--- config.mk ---
export PLATFORM = sky130hd
export DESIGN_NAME = vunpk_top
export DESIGN_NICKNAME = d
export VERILOG_FILES = /design/src/rtl/vunpk_pkg.sv /design/src/rtl/vunpk_decode.sv /design/src/rtl/vunpk_lane.sv /design/src/rtl/vunpk_top.sv
export SDC_FILE = /design/constraint.sdc
export NUM_CORES = 1
export LEC_CHECK = 0
export ABC_AREA = 1
export BUFFER_PORTS_ARGS = -buffer_cell sky130_fd_sc_hd__buf_2
export CELL_PAD_IN_SITES_DETAIL_PLACEMENT = 0
export CELL_PAD_IN_SITES_GLOBAL_PLACEMENT = 1
export CORE_AREA = 2 2 309 311
export CTS_CLUSTER_SIZE = 24
export DETAILED_ROUTE_END_ITERATION = 16
export DIE_AREA = 0 0 311 313
export GPL_TIMING_DRIVEN = 0
export PLACE_DENSITY = 0.45
export REMOVE_ABC_BUFFERS = 1
export SYNTH_ARGS = -nofsm -noshare
export SYNTH_HDL_FRONTEND = slang
export SYNTH_SLANG_ARGS = --single-unit
--- constraint.sdc ---
create_clock -name clk -period 1.6 [get_ports clk]
set_clock_uncertainty 0.15 [all_clocks]
set_input_delay 0.16 -clock clk [delete_from_list [all_inputs] [get_ports clk]]
set_output_delay 0.16 -clock clk [all_outputs]
set_load 0.02 [all_outputs]
--- src/rtl/vunpk_pkg.sv ---
package vunpk_pkg;

  localparam int unsigned REG_W   = 5;
  localparam int unsigned NUM_DST = 4;

  typedef enum logic [1:0] {
    SZ_RSVD = 2'b00,
    SZ_HALF = 2'b01,
    SZ_WORD = 2'b10,
    SZ_DBL  = 2'b11
  } width_code_e;

  typedef struct packed {
    logic               undef;
    logic               legal;
    logic [NUM_DST-1:0] wr_mask;
    logic [REG_W-1:0]   dst_base;
    logic [REG_W-1:0]   rd0;
    logic [REG_W-1:0]   rd1;
  } dec_t;

  // destination element width in bits for a width code
  function automatic int unsigned dst_bits(input logic [1:0] code);
    return 32'd8 << code;
  endfunction

  function automatic logic [REG_W-1:0] pair_dst_base(input logic [3:0] fld);
    return {fld, 1'b0};
  endfunction

  function automatic logic [REG_W-1:0] quad_dst_base(input logic [2:0] fld);
    return {fld, 2'b00};
  endfunction

  function automatic logic [REG_W-1:0] quad_src_base(input logic [3:0] fld);
    return {fld, 1'b0};
  endfunction

endpackage

--- src/rtl/vunpk_decode.sv ---
module vunpk_decode
  import vunpk_pkg::*;
(
  input  logic             valid,
  input  logic             stream_en,
  input  logic [1:0]       size_code,
  input  logic             quad_mode,
  input  logic [REG_W-1:0] src_field,
  input  logic [3:0]       dst_field,
  output dec_t             dec
);

  logic rsvd_size;
  logic blocked;

  assign rsvd_size = (width_code_e'(size_code) == SZ_RSVD);
  assign blocked   = !stream_en;

  always_comb begin
    dec       = '0;
    dec.undef = valid && (rsvd_size || blocked);
    dec.legal = valid && !rsvd_size && !blocked;
    if (quad_mode) begin
      dec.rd0 = quad_src_base(src_field[3:0]);
      dec.rd1 = quad_src_base(src_field[3:0]) | 5'd1;
    end else begin
      dec.rd0 = src_field;
      dec.rd1 = src_field;
    end
    if (dec.legal) begin
      dec.wr_mask  = quad_mode ? 4'b1111 : 4'b0011;
      dec.dst_base = quad_mode ? quad_dst_base(dst_field[2:0])
                               : pair_dst_base(dst_field);
    end
  end

endmodule

--- src/rtl/vunpk_lane.sv ---
module vunpk_lane
  import vunpk_pkg::*;
#(
  parameter int unsigned VL = 128
) (
  input  logic [VL-1:0] src,
  input  logic [1:0]    size_code,
  output logic [VL-1:0] lo_dst,
  output logic [VL-1:0] hi_dst
);

  logic [VL-1:0] lo_w [1:3];
  logic [VL-1:0] hi_w [1:3];

  // one widening network per legal width code
  for (genvar w = 1; w < 4; w++) begin : g_width
    localparam int unsigned ESZ = 8 << w;
    localparam int unsigned HSZ = ESZ / 2;
    localparam int unsigned NEL = VL / ESZ;
    for (genvar e = 0; e < NEL; e++) begin : g_elem
      assign lo_w[w][e*ESZ +: ESZ] = {{HSZ{1'b0}}, src[e*HSZ +: HSZ]};
      assign hi_w[w][e*ESZ +: ESZ] = {{HSZ{1'b0}}, src[(NEL+e)*HSZ +: HSZ]};
    end
  end

  always_comb begin
    unique case (width_code_e'(size_code))
      SZ_HALF: begin lo_dst = lo_w[1]; hi_dst = hi_w[1]; end
      SZ_WORD: begin lo_dst = lo_w[2]; hi_dst = hi_w[2]; end
      SZ_DBL:  begin lo_dst = lo_w[3]; hi_dst = hi_w[3]; end
      default: begin lo_dst = '0;      hi_dst = '0;      end
    endcase
  end

endmodule

--- src/rtl/vunpk_top.sv ---
module vunpk_top
  import vunpk_pkg::*;
#(
  parameter int unsigned VL      = 128,
  parameter bit          OUT_REG = 1'b1
) (
  input  logic             clk,
  input  logic             rst_n,
  input  logic             in_valid,
  input  logic             stream_en,
  input  logic [1:0]       size_code,
  input  logic             quad_mode,
  input  logic [4:0]       src_field,
  input  logic [3:0]       dst_field,
  input  logic [VL-1:0]    src_a,
  input  logic [VL-1:0]    src_b,
  output logic [4:0]       rd_idx0,
  output logic [4:0]       rd_idx1,
  output logic             out_valid,
  output logic             out_undef,
  output logic [3:0]       out_wr_mask,
  output logic [4:0]       out_dst_base,
  output logic [VL-1:0]    out_dst0,
  output logic [VL-1:0]    out_dst1,
  output logic [VL-1:0]    out_dst2,
  output logic [VL-1:0]    out_dst3
);

  localparam int unsigned NSRC = NUM_DST / 2;

  dec_t          dec;
  logic [VL-1:0] srcs   [NSRC];
  logic [VL-1:0] widen  [NUM_DST];
  logic [VL-1:0] dst_c  [NUM_DST];

  vunpk_decode i_decode (
    .valid     (in_valid),
    .stream_en (stream_en),
    .size_code (size_code),
    .quad_mode (quad_mode),
    .src_field (src_field),
    .dst_field (dst_field),
    .dec       (dec)
  );

  assign rd_idx0 = dec.rd0;
  assign rd_idx1 = dec.rd1;
  assign srcs[0] = src_a;
  assign srcs[1] = src_b;

  for (genvar r = 0; r < NSRC; r++) begin : g_src
    vunpk_lane #(.VL(VL)) i_lane (
      .src       (srcs[r]),
      .size_code (size_code),
      .lo_dst    (widen[2*r]),
      .hi_dst    (widen[2*r+1])
    );
  end

  for (genvar k = 0; k < NUM_DST; k++) begin : g_gate
    assign dst_c[k] = dec.wr_mask[k] ? widen[k] : '0;
  end

  if (OUT_REG) begin : g_reg
    always_ff @(posedge clk) begin
      if (!rst_n) begin
        out_valid    <= 1'b0;
        out_undef    <= 1'b0;
        out_wr_mask  <= '0;
        out_dst_base <= '0;
        out_dst0     <= '0;
        out_dst1     <= '0;
        out_dst2     <= '0;
        out_dst3     <= '0;
      end else begin
        out_valid    <= in_valid;
        out_undef    <= dec.undef;
        out_wr_mask  <= dec.wr_mask;
        out_dst_base <= dec.dst_base;
        out_dst0     <= dst_c[0];
        out_dst1     <= dst_c[1];
        out_dst2     <= dst_c[2];
        out_dst3     <= dst_c[3];
      end
    end

    assert_latency_R9: assert property (@(posedge clk) disable iff (!rst_n)
      in_valid |=> out_valid);
    assert_idle_quiet_R9: assert property (@(posedge clk) disable iff (!rst_n)
      !in_valid |=> (!out_valid && !out_undef && out_wr_mask == 4'b0000));
    assert_reserved_undef_R5: assert property (@(posedge clk) disable iff (!rst_n)
      (in_valid && size_code == 2'b00) |=> (out_undef && out_wr_mask == 4'b0000));
    assert_disabled_undef_R6: assert property (@(posedge clk) disable iff (!rst_n)
      (in_valid && !stream_en) |=> (out_undef && out_dst0 == '0 && out_dst1 == '0));
    assert_pair_mask_R7: assert property (@(posedge clk) disable iff (!rst_n)
      (in_valid && stream_en && size_code != 2'b00 && !quad_mode)
        |=> (out_wr_mask == 4'b0011 && out_dst2 == '0 && out_dst3 == '0));
    assert_quad_mask_R8: assert property (@(posedge clk) disable iff (!rst_n)
      (in_valid && stream_en && size_code != 2'b00 && quad_mode)
        |=> (out_wr_mask == 4'b1111 && out_dst_base[1:0] == 2'b00));
    assert_undef_excl_R5: assert property (@(posedge clk) disable iff (!rst_n)
      out_undef |-> (out_valid && out_wr_mask == 4'b0000));
  end else begin : g_comb
    assign out_valid    = in_valid;
    assign out_undef    = dec.undef;
    assign out_wr_mask  = dec.wr_mask;
    assign out_dst_base = dec.dst_base;
    assign out_dst0     = dst_c[0];
    assign out_dst1     = dst_c[1];
    assign out_dst2     = dst_c[2];
    assign out_dst3     = dst_c[3];
  end

endmodule

==> out/results.txt <==
Outcome -> finished, final reports clean
Die width -> 311 um
Synth cell types -> 16
Num CTS Buffers -> 53
Tmin final -> 1.541 ns
Die H -> 313 um
Max IR drop VDD -> 655.2 uV
Worst-Margin Slew -> 0.6241 ns
Number of global-route vias before repair -> 13945
Layout fillers -> 10336
Fmax -> 0.6487 GHz
Buffers on Ports -> 739
Core ar. -> 94160 sq um
Routed via count -> 13394
Maxcap violations -> 0
GRT overflow -> 0
Min-Delay Path Class -> input pin to register
CP Max Fanout -> 36
Nets -> 2808
Largest family of logic cells by synthesized area -> simple AND/OR/NAND/NOR gates
Area delta synth->final -> 70.86%
Cell Area, Placed -> 18740 sq um
Crit. End Element -> register
Complex-gate fraction of the synthesized area -> 2.579%
Share of cells above drive strength 1 -> 33.64%
Tcrit/Tclk final -> 96.34%
Required time worst endpoint -> 1.94 ns
DR pass1 iterations -> 5
Flop pwr share -> 44.2%
Pint -> 0.01980 W
Area of the die -> 97340 sq um
Finished Layout Cells -> 3841
Placed cell count -> 3451
Most frequent cells in the layout -> 737 x buf_2, 456 x dfxtp_1, 329 x nor2_1
Commonest non-fill, non-tap cell in the layout -> buf_2
Routability congestion estimate -> 0.8239
DRT iter0 DRCs -> 502
H-tree depth -> 2
Critical Path Start Type -> input pin
CTS tree -> done
Pwr Total -> 0.02606 W
Synthesis-stage register bit count -> 456
Unrepaired setup endpoints after global routing -> false
Row count -> 113
First-pass GRT wire length -> 88550 um
Synth warn -> 0
Switching Fraction -> 24.03%
Endpoints failing setup -> 0
CP arrival -> 1.89 ns
Post-Syn Area -> 13780 sq um
Power Dens Cells -> 1107 nW/um^2
Initial antenna violation count -> 14
I/O pin cnt -> 805
Mapped Cells -> 1530
DP HPWL -> 43290 um
Post-Syn Area per Cell -> 9.005 sq um
LEAKAGE -> 11.86 nW
Most used cell, CP -> buf_4
Max incr delay on CP -> 0.54 ns
Slew headroom -> 57.95%
Critical-path cell list -> buf_2, nand2_1, clkinv_8, nand4_1, buf_4, buf_4, nor2_1, dlygate4sd3_1
CTS sink cnt -> 456
Seq/Total Area, Yosys -> 66.26%
Simple-gate share of the synthesized area -> 18.83%
Design Area, Final -> 23540 sq um
Post-Synth Adder-Cell Area -> 0%
CP max stage cell -> dlygate4sd3_1
DRC Markers -> 0
Slew Limit Fails -> 0
DR WL/cell -> 16.07 um
Overall fraction of global-route tracks in use -> 12.15%
Reg clk slew, reported paths -> 0.06 ns
Clk pwr share -> 46.8%
WS Path Type -> input pin to register
Final Hold Fails -> 0
Sw Pwr -> 0.006262 W
Clk buf depth -> 3
Vias/cell -> 3.487
Largest net degree at the start of global routing -> 70
Post-layout utilization of the core -> 25.00%
Initial Utilization -> 14.63%
DRT antenna net count -> 0
Multiplexer share of the synthesized area -> 0%
Routed wire length -> 61730 um
Power share of the combinational group -> 9.0%
XOR/XNOR Fraction of Synth Area -> 0%
Root Driver -> clkbuf_16
[sequential cells by signal, indices dropped and copies added (netlist names)]
signal        count
out_dst_base      4
out_valid         1
out_dst2        112
out_dst0        112
out_wr_mask       2
out_dst3        112
out_dst1        112
out_undef         1
[cell type report]
cell class	instances	area, sq um	share of cell area (%)
Multi-Input combinational cell	772	3302	14.03
Clock buffer	79	1554	6.602
Antenna cell	2	5.005	0.02126
Timing Repair Buffer	1047	6985	29.68
Timing Repair inverter	1	7.507	0.03189
Clock inverter	14	185.2	0.7867
Inverter	205	788.3	3.349
Tap cell	1265	1583	6.724
Sequential cell	456	9129	38.78
[stage by stage]
stage | hold WS [ns] | setup slack, ns | TNS (ns)
after floorplan | 0.08767 | -3.043 | -674.06
after global placement | 0.2262 | -10.58 | -2294.88
after detailed placement | 0.2278 | -1.715 | -349.19
after CTS | 0.001588 | 0.005890 | 0
after global routing | 0.01185 | 0.005886 | 0
final | 0.007457 | 0.05854 | 0
[critical path, delay by kind of cell]
kind | cells | cell delay (ns)
buffers and inverters | 5 | 1.22
and+or+nand+nor | 3 | 0.50
[logic make-up after synthesis]
logic type,count (synthesis)
flip-flops,456
buffers and inverters,367
AND/OR/NAND/NOR,635
other,1
AO/OA/AOI/OAI,71
[power groups by stage]
stage | Sequential, W | Combinational [W] | Clock, W
after floorplan | 0.0119 | 0.000627 | 0
after global placement | 0.0118 | 0.00169 | 0
after detailed placement | 0.0118 | 0.00174 | 0
after CTS | 0.0115 | 0.00239 | 0.0127
after global routing | 0.0115 | 0.00257 | 0.0131
final | 0.0115 | 0.00235 | 0.0122
[metal layers]
metal	track usage (%)	part of all wire [%]	up-vias	wire [um]
met3	3.831	7.4	117	4568
met2	22.77	52	564	31900
met5	0	0.062	-	38
li1	-	-	6482	-
met1	12.93	38	6225	23510
met4	3.656	2.8	6	1700
[path summary, 6_finish.rpt]
kind	from	cells past startpoint	to
worst max-delay path	rst_n	8	out_dst2[77]$_SDFF_PN0_
worst min-delay path	size_code[0]	3	out_dst3[114]$_SDFF_PN0_
[repair_timing]
item / 4_1_cts / 5_1_grt
resized for setup: 14 / 5
buffers inserted: 10 / 0
hold buffers: 280 / 2
pin swaps: 4 / 1
endpoints found under the setup margin: 273 / 125
gates cloned: 2 / 1
endpoints found under the hold margin: 454 / 6
[Yosys cell counts]
cell,number,area [sq um]
inv_1,204,765.7
buf_1,5,18.77
buf_2,23,115.1
nand2_1,179,671.9
o21ai_0,36,180.2
buf_4,77,578.1
conb_1,1,3.750
clkbuf_1,57,214.0
a21oi_1,35,175.2
clkinv_1,1,3.750
nor2_1,331,1242
nor3_1,90,450.4
nor3_4,1,16.27
nor2_2,1,6.260
nand4_1,33,206.5
dfxtp_1,456,9129
Power figures use the tool's default switching activity.
